## config.mk

```make
export PLATFORM = sky130hd
export DESIGN_NAME = imm_load_unit
export DESIGN_NICKNAME = d
export VERILOG_FILES = /design/src/rtl/imm_load_pkg.sv /design/src/rtl/imm_widen.sv /design/src/rtl/imm_flag_logic.sv /design/src/rtl/imm_load_unit.sv
export SDC_FILE = /design/constraint.sdc
export NUM_CORES = 1
export LEC_CHECK = 0
export BUFFER_PORTS_ARGS = -buffer_cell sky130_fd_sc_hd__buf_4
export CAP_MARGIN = 5
export CORE_MARGIN = 2
export CORE_UTILIZATION = 40
export DETAILED_ROUTE_END_ITERATION = 16
export GPL_ROUTABILITY_DRIVEN = 1
export PLACE_DENSITY = 0.67
export SETUP_SLACK_MARGIN = 0.15
export SLEW_MARGIN = 25
export SYNTH_ARGS = -nofsm -noshare
export SYNTH_HDL_FRONTEND = slang
export SYNTH_SLANG_ARGS = --single-unit
export TNS_END_PERCENT = 30
```

## constraint.sdc

```tcl
create_clock -name clk -period 0.8 [get_ports clk]
set_clock_uncertainty 0.05 [all_clocks]
set_input_delay 0.04 -clock clk [delete_from_list [all_inputs] [get_ports clk]]
set_output_delay 0.04 -clock clk [all_outputs]
set_load 0.05 [all_outputs]
```

## src/rtl/imm_load_pkg.sv

```systemverilog
package imm_load_pkg;
  typedef enum logic [1:0] {
    MODE_BOTH = 2'b00,
    MODE_HIGH = 2'b01,
    MODE_NEG  = 2'b10,
    MODE_POS  = 2'b11
  } imm_mode_e;

  typedef struct packed {
    logic n;
    logic z;
    logic t;
    logic r;
  } cond_flags_t;
endpackage

```

## src/rtl/imm_widen.sv

```systemverilog
module imm_widen
  import imm_load_pkg::*;
#(
  parameter int HALF_W = 18,
  localparam int FULL_W = 2 * HALF_W
) (
  input  imm_mode_e          mode,
  input  logic [HALF_W-1:0]  imm,
  output logic [FULL_W-1:0]  value
);
  logic [HALF_W-1:0] upper;
  logic [HALF_W-1:0] lower;

  always_comb begin
    unique case (mode)
      MODE_BOTH: begin upper = imm;              lower = imm;              end
      MODE_HIGH: begin upper = imm;              lower = '0;               end
      MODE_NEG:  begin upper = {HALF_W{1'b1}};   lower = imm;              end
      default:   begin upper = '0;               lower = imm;              end
    endcase
  end

  assign value = {upper, lower};
endmodule

```

## src/rtl/imm_flag_logic.sv

```systemverilog
module imm_flag_logic
  import imm_load_pkg::*;
#(
  parameter int FULL_W = 36
) (
  input  imm_mode_e          mode,
  input  logic [FULL_W-1:0]  value,
  input  logic               dst_signed,
  input  logic               const_neg,
  input  logic               sticky_prev,
  output cond_flags_t        next
);
  logic is_pos;
  logic top_bit;
  logic sign_clash;

  assign is_pos     = (mode == MODE_POS);
  assign top_bit    = value[FULL_W-1];
  assign sign_clash = dst_signed ^ const_neg;

  always_comb begin
    next.n = const_neg & ~is_pos;
    next.z = (value == '0) & (mode != MODE_NEG);
    next.t = ~is_pos & top_bit & sign_clash;
    next.r = sticky_prev | next.t;
  end
endmodule

```

## src/rtl/imm_load_unit.sv

```systemverilog
module imm_load_unit
  import imm_load_pkg::*;
#(
  parameter int HALF_W = 18,
  localparam int FULL_W = 2 * HALF_W
) (
  input  logic              clk,
  input  logic              rst,
  input  logic              exec_en,
  input  logic [1:0]        mode,
  input  logic [HALF_W-1:0] imm,
  input  logic              dst_signed,
  input  logic              const_neg,
  output logic [FULL_W-1:0] wr_data,
  output logic              wr_valid,
  output logic              flag_n,
  output logic              flag_z,
  output logic              flag_t,
  output logic              flag_r
);
  imm_mode_e         mode_e;
  logic [FULL_W-1:0] widened;
  cond_flags_t       flags_q;
  cond_flags_t       flags_d;
  logic [FULL_W-1:0] data_q;
  logic              valid_q;

  assign mode_e = imm_mode_e'(mode);

  imm_widen #(.HALF_W(HALF_W)) u_widen (
    .mode  (mode_e),
    .imm   (imm),
    .value (widened)
  );

  imm_flag_logic #(.FULL_W(FULL_W)) u_flags (
    .mode        (mode_e),
    .value       (widened),
    .dst_signed  (dst_signed),
    .const_neg   (const_neg),
    .sticky_prev (flags_q.r),
    .next        (flags_d)
  );

  always_ff @(posedge clk) begin
    if (rst) begin
      data_q  <= '0;
      valid_q <= 1'b0;
      flags_q <= '0;
    end else begin
      valid_q <= exec_en;
      if (exec_en) begin
        data_q  <= widened;
        flags_q <= flags_d;
      end
    end
  end

  assign wr_data  = data_q;
  assign wr_valid = valid_q;
  assign flag_n   = flags_q.n;
  assign flag_z   = flags_q.z;
  assign flag_t   = flags_q.t;
  assign flag_r   = flags_q.r;
endmodule

```

# Yosys cells after proc, flatten, opt, wreduce, memory -nomap -nowiden

Index checks and enable logic that the tools add are counted.
W data, S select, Z words.

Memories kept: 0
Input bits: 25
Word-level logic and storage cells: 22
Output and inout port bits: 41
Register bits after elaboration: 41
ROM bits: 0
Bits in writable memories: 0
Bits in latches: 0

Bitwise gates (word level): 7
$lt $le $gt $ge: 0
Shifts and indexed selects: 0
$mul: 0
Eq/ne operators: 4
Add/sub/neg operators: 0
Divide/modulo/power cells: 0
Multiplexer cells: 2
Reduce and logical (&&, ||, !) cells: 3

Operators by type and width:

| cell                 | number |
|---|---|
| $logic_not A36 Y1    | 1 |
| $pmux W18 S2         | 1 |
| $mux W18             | 1 |
| $and A1 B1 Y1        | 4 |
| $eq A2 B2 Y1 const B | 2 |
| $eq A2 B1 Y1 const B | 1 |
| $logic_not A2 Y1     | 1 |
| $ne A2 B2 Y1 const B | 1 |
| $reduce_or A2 Y1     | 1 |
| $not A1 Y1           | 1 |
| $or A1 B1 Y1         | 1 |
| $xor A1 B1 Y1        | 1 |

# Longest topological paths before layout

Gate-level depths: netlist of the first run.

Depth in word-level cells: 6
Gate-level depth with buffers: 4
Gate-level depth less buffers: 3

# Hierarchy

Synthesis of the first run repeated with hierarchy kept, for this count alone.

Cell total of the unflattened synthesis: 210
Area, all modules: 1978.1 µm²

By module, submodules not included:

| module         | area an instance (µm²) | seq. area each (µm²) | times used | cells an instance |
|---|---|---|---|---|
| imm_load_unit  | 1485.2                 | 820.8                | 1          | 131 |
| imm_widen      | 349.1                  | 0.0                  | 1          | 60 |
| imm_flag_logic | 143.9                  | 0.0                  | 1          | 19 |

# Worst setup path before layout of the first run

OpenSTA, ideal clock, no wires.

Path type: reg-to-reg
Start: reg wr_data[19] (netlist name)
End: reg data_q[19] (netlist: wr_data[19])
Data required time: 0.659 ns
Path buffers: 0
Arrival time: 0.919 ns
Period minus slack after synthesis: 1.060 ns
Path slack: -0.260 ns
Setup time: 0.091 ns
Cell stages (with the launch flop): 3
Path through: dfxtp_1 nor2_1 a311oi_1

RTL lines:

| what                   | line                | RTL |
|---|---|---|
| end signal: assignment | imm_load_unit.sv:53 | `data_q <= widened;` |
| end: declaration       | imm_load_unit.sv:25 | `logic [FULL_W-1:0] data_q;` |

# Final worst setup path of the first run

Start: reg flags_q (netlist bit flag_z)
End: out flag_z

RTL lines:

| what                     | line                | RTL |
|---|---|---|
| start: declaration       | imm_load_unit.sv:23 | `cond_flags_t flags_q;` |
| start signal: assignment | imm_load_unit.sv:54 | `flags_q <= flags_d;` |
| end: declaration         | imm_load_unit.sv:17 | `output logic flag_z,` |

No word-level cell between the ends.

==> results of run 1 <==
## repair_timing
| action | in CTS | in global routing |
|---|---|---|
| endpoints found under the hold margin | 6 | 6 |
| setup endpoints to repair | 47 | 81 |
| setup buffers | 0 | 1 |
| cloned | 0 | 0 |
| pin swaps | 10 | 38 |
| gates resized for setup | 79 | 18 |
## through the flow
step / utilization, % / total power, mW / setup slack (ns) / hold WS [ns] / area [um^2]
6_report: 74.65 / 5.013 / -0.1079 / -0.08018 / 3050
5_1_grt: 74.65 / 5.203 / -0.1351 / -0.08334 / 3050
4_1_cts: 72.81 / 4.986 / -0.1078 / -0.09720 / 2975
3_5_place_dp: 63.41 / 3.490 / -0.1808 / 0.2146 / 2591
3_3_place_gp: 63.41 / 3.481 / -0.1419 / 0.2124 / 2591
2_1_floorplan: - / 2.978 / -0.03093 / 0.07355 / 1849
## layout by cell type (no fill, tap or decap), types with 2 or more instances in the layout
| cell type | instances |
|---|---|
| sky130_fd_sc_hd__buf_4 | 49 |
| sky130_fd_sc_hd__nand2b_1 | 39 |
| sky130_fd_sc_hd__buf_8 | 38 |
| sky130_fd_sc_hd__o211ai_1 | 33 |
| sky130_fd_sc_hd__dfxtp_4 | 24 |
| sky130_fd_sc_hd__a21oi_1 | 21 |
| sky130_fd_sc_hd__dfxtp_2 | 17 |
| sky130_fd_sc_hd__a21oi_2 | 15 |
| sky130_fd_sc_hd__buf_12 | 6 |
| sky130_fd_sc_hd__clkbuf_8 | 5 |
| sky130_fd_sc_hd__nor4_1 | 4 |
| sky130_fd_sc_hd__nor2_1 | 4 |
| sky130_fd_sc_hd__buf_6 | 4 |
| sky130_fd_sc_hd__a311oi_1 | 3 |
| sky130_fd_sc_hd__inv_2 | 2 |
| sky130_fd_sc_hd__nand3_1 | 2 |
| sky130_fd_sc_hd__clkinv_2 | 2 |
## final cells by class
type / instances / area, um^2
clock buffer: 5 / 68.82
clock inverter: 3 / 17.52
fill: 308 / 1036
inverter: 3 / 11.26
multi-input combinational: 127 / 854.6
sequential: 41 / 932.1
tap: 50 / 62.56
timing repair buffer: 97 / 1104
## sequential cells by signal, summed over array words and instances, names as in the netlist
register,cells
wr_data,36
flag_n,1
flag_r,1
flag_t,1
flag_z,1
wr_valid,1
## final timing paths
path / startpoint / to / cells after the start / slack, ns
worst max register to register: flag_z / flag_z / 3 / -0.02
worst max-delay path: flag_z / flag_z / 1 / -0.11
worst min-delay path: rst / wr_data[20] / 2 / -0.08
worst min register to register: flag_r / flag_r / 2 / 0.43
## logic make-up (layout without fill, tap and decap cells)
kind of cell,Yosys count,count (layout),synth area share [%]
AOI/OAI and AO/OA,74,74,27.38
buffers and inverters,21,108,6.463
xor gates and xnor gates,1,1,0.5084
and+or+nand+nor,52,52,18.01
DFF,41,41,47.64
## metal layers
layer	track usage (%)	vias up	wire, um
met1	30.42	818	2482
met3	5.814	5	279
met4	7.479	0	51
li1	-	856	-
met5	0	-	0
met2	33.33	58	2484
## where the power goes
group	total, mW	internal (mW)	switching, mW	leakage [nW]
Combinational	1.44	0.651	0.789	0.759
Clock	1.33	0.602	0.730	0.0439
Sequential	2.24	2.13	0.106	0.360
Total	5.01	3.39	1.63	1.16
==> summary.txt, run 1 <==
Status
  • Status: finished with violations
  • Violated checks: negative hold slack, negative setup slack

Min path
  • Worst hold path type: input port to flop

Synth
  • Top FF cell, synth: sky130_fd_sc_hd__dfxtp_1
  • Syn avg cell area: 9.116 um^2
  • Number of enable flip-flop cells after synthesis: 0
  • Cells taking the most area after synthesis: sky130_fd_sc_hd__dfxtp_1 48%, sky130_fd_sc_hd__o211ai_1 14%, sky130_fd_sc_hd__nand2b_1 14%
  • Most area-hungry cell type in the Yosys netlist: sky130_fd_sc_hd__dfxtp_1
  • FF+latch count, synth: ~40
  • Share of the synthesized area in the top cell type: 47.64%
  • Post-synthesis net count: ~210
  • Share of flip-flops with an asynchronous set or reset: 0%
  • Most frequent cell after synthesis: sky130_fd_sc_hd__dfxtp_1
  • Synth cell count leaders: 41 x sky130_fd_sc_hd__dfxtp_1, 39 x sky130_fd_sc_hd__nand2b_1, 36 x sky130_fd_sc_hd__a21oi_1, 33 x sky130_fd_sc_hd__o211ai_1, 7 x sky130_fd_sc_hd__buf_4
  • Warning count from the yosys run: 0
  • Part of the Yosys area used for sequential elements: a little under half
  • Post-Synthesis Cells: roughly 190
  • Post-synthesis cell area: ~0.0017 mm^2
  • Synth cell types: 19

Timing
  • Portion of the clock cycle consumed by the worst path in the final layout: 113.5%
  • Maximum achievable frequency: between 1000 and 1500 MHz
  • Worst relative slew slack: around 75%
  • Number of failing hold endpoints at the final stage: 6
  • Max Transition Viols Final: 0
  • Min Tclk post-route: 0.9079 ns
  • Total setup violations reported at the end of the flow: between 40 and 50
  • Final hold slack: -0.08018 ns
  • Setup repair after global routing missed its margin: true
  • Setup tns final: -3.485 ns
  • Post-route worst setup slack: -0.1079 ns
  • Slew at the pin with the worst max-slew slack: around 0.37 ns

Worst setup path
  • Worst path required time: 0.71 ns
  • Ordered list of cells on the worst path: buf_8
  • Arrival time at the worst endpoint: just over 0.8 ns
  • Crit-path max cell delay: approximately 0.38 ns
  • Critical path class: flop to primary output
  • Setup crit end kind: primary output
  • Critical path buffers and inverters: 1
  • CP top delay family: flip-flops
  • Critical path peak fanout: 2
  • Critical-path cell with the highest stage delay: sky130_fd_sc_hd__dfxtp_4
  • Worst setup SP type: flop

Detailed routing
  • DR vias/cell: 5.328
  • Iteration-0 DRC Markers: 117
  • WL/cell: approximately 16 um
  • Post-Route WL: 5297 um
  • Detailed-routing iteration count for the pre-antenna-repair pass: 4
  • Count of unresolved DRC violations after routing: 0
  • Remaining number of nets flagged by the antenna check after routing: 0
  • DR vias: ~1700

Die
  • Core outline area: slightly above 0.004 mm^2
  • Top-level I/O count: 66
  • Die width: a little under 70 um
  • Site Rows: 23
  • Die boundary height: 69.63 um
  • Total die area: 0.004848 mm^2
  • Initial core utilization: approximately 42%

Finish
  • ANT cells: 0
  • Layout cells sized above 1: 59.42%
  • Filler-free cell count of the finished design: 326
  • Net count reported at finish: 300
  • Area overhead of the layout relative to synthesis: 77.05%

Clocking
  • Worst-skew pair later-pin latency: just under 0.3 ns
  • Total clock buffers created by CTS: 5
  • CTS tree: built
  • H-tree lvl count: 2
  • CTS root buffer: sky130_fd_sc_hd__clkbuf_8
  • Max clock buf depth: 2
  • Num Clock Sinks: approximately 40
  • Clk slew on worst S/H paths: around 0.080 ns

GRT
  • Pin count of the biggest net entering global routing: 29
  • Total track usage: about 22%
  • Wire length of the first global-routing pass: 8583 um
  • Number of antenna violations at the first check in global routing: 0
  • Overall overflow remaining after global route: 0
  • Number of global-route vias before repair: between 1500 and 2000

Power and ir drop
  • Maximum ir drop on the vdd rail: ~0.90 mV
  • Areal power density over the cells: ~1600 mW/mm^2
  • LEAKAGE: roughly 1.2 nW

Placed design
  • Gp weighted congestion: roughly 0.88
  • Post-detail-place hpwl: around 3700 um
  • Port Buf Inserts: 65
  • Cell count after placement: around 320

Flow run
  • Max cap viols: 0
(Power assumes the default switching activity.)
==> run 2, diff against run 1 <==
--- a/config.mk
+++ b/config.mk
@@ -8,10 +8,10 @@
 export BUFFER_PORTS_ARGS = -buffer_cell sky130_fd_sc_hd__buf_4
 export CAP_MARGIN = 5
 export CORE_MARGIN = 2
-export CORE_UTILIZATION = 40
+export CORE_UTILIZATION = 47
 export DETAILED_ROUTE_END_ITERATION = 16
 export GPL_ROUTABILITY_DRIVEN = 1
-export PLACE_DENSITY = 0.67
+export PLACE_DENSITY = 0.77
 export SETUP_SLACK_MARGIN = 0.15
 export SLEW_MARGIN = 25
 export SYNTH_ARGS = -nofsm -noshare
==> run 2 against run 1 <==
The run still ends with negative hold slack, negative setup slack left; routed wire length rose by 15%; die area is 14% lower; critical endpoint unchanged; design area increased by 0.33%; combinational power up 4%; sequential share of layout area shrank 0.10 points; sequential power about the same; global-route usage increased by 8.5 points; power decreased by 5.1%; critical path depth stayed put; highest routed layer unchanged.
==> summary.txt, run 2 (same netlist as run 1, synthesis figures left out) <==
Status
  • Status: finished with violations (unchanged)
  • Violated checks: negative hold slack, negative setup slack (unchanged)

Die
  • Core outline area: 0.003416 mm^2 (was 0.004086 mm^2)
  • Top-level I/O count: 66 (unchanged)
  • Die boundary height: 64.55 um (was 69.63 um)
  • Site Rows: 21 (was 23)
  • Die width: 64.55 um (was 69.63 um)
  • Initial core utilization: 50.44% (was 42.16%)
  • Total die area: 0.004166 mm^2 (was 0.004848 mm^2)

Power and ir drop
  • Maximum ir drop on the vdd rail: 0.9695 mV (was 0.9025 mV)
  • Part of the power in registers: 47.2% (was 44.7%)
  • Proportion of total power due to net switching: 33.65% (was 32.42%)
  • Areal power density over the cells: 1554 mW/mm^2 (was 1644 mW/mm^2)
  • LEAKAGE: 1.189 nW (was 1.163 nW)
  • Internal power: 3.156 mW (was 3.388 mW)
  • Logic pwr share: 31.6% (was 28.7%)
  • Clock Power Share: 21.3% (was 26.6%)
  • Power, Total: 4.756 mW (was 5.013 mW)
  • Sw power: 1.600 mW (was 1.626 mW)

GRT
  • Pin count of the biggest net entering global routing: 22 (was 29)
  • Total track usage: 30.55% (was 22.02%)
  • Number of antenna violations at the first check in global routing: 0 (unchanged)
  • Overall overflow remaining after global route: 0 (unchanged)
  • Number of global-route vias before repair: 1949 (was 1715)
  • Wire length of the first global-routing pass: 9591 um (was 8583 um)

Worst setup path
  • Critical path buffers and inverters: 1 (unchanged)
  • Crit path capture: flag_z (unchanged)
  • Reg2reg path depth: 3 (unchanged)
  • Critical-path cell with the highest stage delay: sky130_fd_sc_hd__dfxtp_4 (unchanged)
  • CP top delay family: flip-flops (unchanged)
  • Launch point of the critical path: flag_z (unchanged)
  • Setup crit end kind: primary output (unchanged)
  • Worst setup slack for register-to-register paths: -0.02 ns (about the same)
  • Worst path required time: 0.71 ns (about the same)
  • Critical path peak fanout: 2 (unchanged)
  • Reg-to-Reg End: wr_data[20] (was flag_z)
  • Launching point of the worst reg2reg path: wr_data[20] (was flag_z)
  • Crit-path max cell delay: 0.38 ns (about the same)
  • Worst setup SP type: flop (unchanged)
  • Number of cells on the critical path: 1 (unchanged)
  • Critical path class: flop to primary output (unchanged)
  • Ordered list of cells on the worst path: buf_8 (unchanged)
  • Arrival time at the worst endpoint: 0.89 ns (was 0.82 ns)

Flow run
  • Max cap viols: 0 (unchanged)

Timing
  • Number of failing hold endpoints at the final stage: 12 (was 6)
  • Slew at the pin with the worst max-slew slack: 0.3325 ns (was 0.3718 ns)
  • Max Transition Viols Final: 0 (unchanged)
  • Setup tns final: -6.692 ns (was -3.485 ns)
  • Min Tclk post-route: 0.9837 ns (was 0.9079 ns)
  • Total setup violations reported at the end of the flow: 42 (unchanged)
  • Portion of the clock cycle consumed by the worst path in the final layout: 123.0% (was 113.5%)
  • Setup repair after global routing missed its margin: true (unchanged)
  • Maximum achievable frequency: 1017 MHz (was 1101 MHz)
  • Final hold slack: -0.1388 ns (was -0.08018 ns)
  • Worst relative slew slack: 77.63% (was 74.99%)
  • Post-route worst setup slack: -0.1837 ns (was -0.1079 ns)

Finish
  • Layout cells sized above 1: 61.84% (was 59.42%)
  • Area overhead of the layout relative to synthesis: 77.63% (was 77.05%)
  • End-of-flow core utilization: 89.60% (was 74.65%)
  • Total area of multi-input combinational cells: 895.9 um^2 (was 854.6 um^2)
  • Net count reported at finish: 307 (was 300)
  • Flip-flop count of the largest register, all copies and words added: 36 (unchanged)
  • FF/Latch Area: 932.1 um^2 (unchanged)
  • ANT cells: 0 (unchanged)
  • FILL cells: 144 (was 308)
  • Leading cell type in the layout, fill and taps excluded: sky130_fd_sc_hd__buf_4 (unchanged)
  • Commonest cells after routing, fill and taps aside: 60 x sky130_fd_sc_hd__buf_4, 38 x sky130_fd_sc_hd__buf_8, 35 x sky130_fd_sc_hd__nand2b_1 (was 49 x sky130_fd_sc_hd__buf_4, 39 x sky130_fd_sc_hd__nand2b_1, 38 x sky130_fd_sc_hd__buf_8)

Clocking
  • CTS root buffer: sky130_fd_sc_hd__clkbuf_4 (was sky130_fd_sc_hd__clkbuf_8)
  • Max clock buf depth: 2 (unchanged)
  • Clk slew on worst S/H paths: 0.12 ns (was 0.08 ns)
  • H-tree lvl count: 2 (unchanged)
  • Num Clock Sinks: 41 (unchanged)
  • Total clock buffers created by CTS: 5 (unchanged)
  • Worst-skew pair later-pin latency: 0.36 ns (was 0.29 ns)
  • CTS tree: built (unchanged)

Detailed routing
  • Post-Route WL: 6074 um (was 5297 um)
  • Detailed-routing iteration count for the pre-antenna-repair pass: 4 (unchanged)
  • Count of unresolved DRC violations after routing: 0 (unchanged)
  • DR vias: 1910 (was 1737)
  • Remaining number of nets flagged by the antenna check after routing: 0 (unchanged)
  • Iteration-0 DRC Markers: 155 (was 117)
  • WL/cell: 18.46 um (was 16.25 um)
  • DR vias/cell: 5.805 (was 5.328)

Placed design
  • Post-detail-place hpwl: 3953 um (was 3690 um)
  • Port Buf Inserts: 65 (unchanged)
  • Gp weighted congestion: 0.9080 (was 0.8753)

Min path
  • Worst hold path type: input port to flop (unchanged)
  • Hold depth: 2 (unchanged)
## run 2: power groups by stage
stage                     clock network, mW  registers (mW)  logic, mW
after CTS                             0.996            2.24       1.39
final                                  1.01            2.24       1.50
after floorplan                           0            2.65      0.326
after detailed placement                  0            2.24       1.24
after global routing                   1.12            2.26       1.57
after global placement                    0            2.23       1.22
## run 2: per-stage QoR
| step | hold WS, ns | std cells | area, um^2 | worst slack [ns] |
|---|---|---|---|---|
| after floorplan | 0.07355 | 189 | 1849 | -0.03093 |
| after global placement | 0.2275 | 314 | 2556 | -0.1089 |
| after detailed placement | 0.2370 | 314 | 2556 | -0.1069 |
| after CTS | -0.1394 | 323 | 2918 | -0.1652 |
| after global routing | -0.1407 | 329 | 3060 | -0.2034 |
| final | -0.1388 | 329 | 3060 | -0.1837 |
## run 2: layer usage
layer,part of all wire (%),wire length [um],GRT usage (%)
met1,41,2487,36.27
met2,50,3034,51.69
met3,5.9,358,6.771
met4,3.2,194,15.69
met5,0,0,0
## run 2: repair_timing
item                       CTS  global route
cloned                       0             0
hold endpoints to repair    11            11
setup endpoints to repair   60            78
pin swaps                   21            32
gates resized for setup     81            22
buffers inserted             1             6
## run 2: area by class of cell
| cell class | count | share of cell area (%) |
|---|---|---|
| Tap cell | 46 | 1.881 |
| Clock buffer | 8 | 1.594 |
| Inverter | 3 | 0.3679 |
| Multi-Input combinational cell | 127 | 29.27 |
| Sequential cell | 41 | 30.46 |
| Timing Repair Buffer | 104 | 36.43 |
## run 2: worst min-delay path by stage
stage,endpoint,slack [ns],start
floorplan,wr_valid,0.07,rst
global placement,wr_data[30],0.23,rst
detailed placement,wr_data[30],0.24,rst
CTS,wr_data[30],-0.14,rst
global route,wr_data[30],-0.14,rst
finish,wr_data[20],-0.14,rst
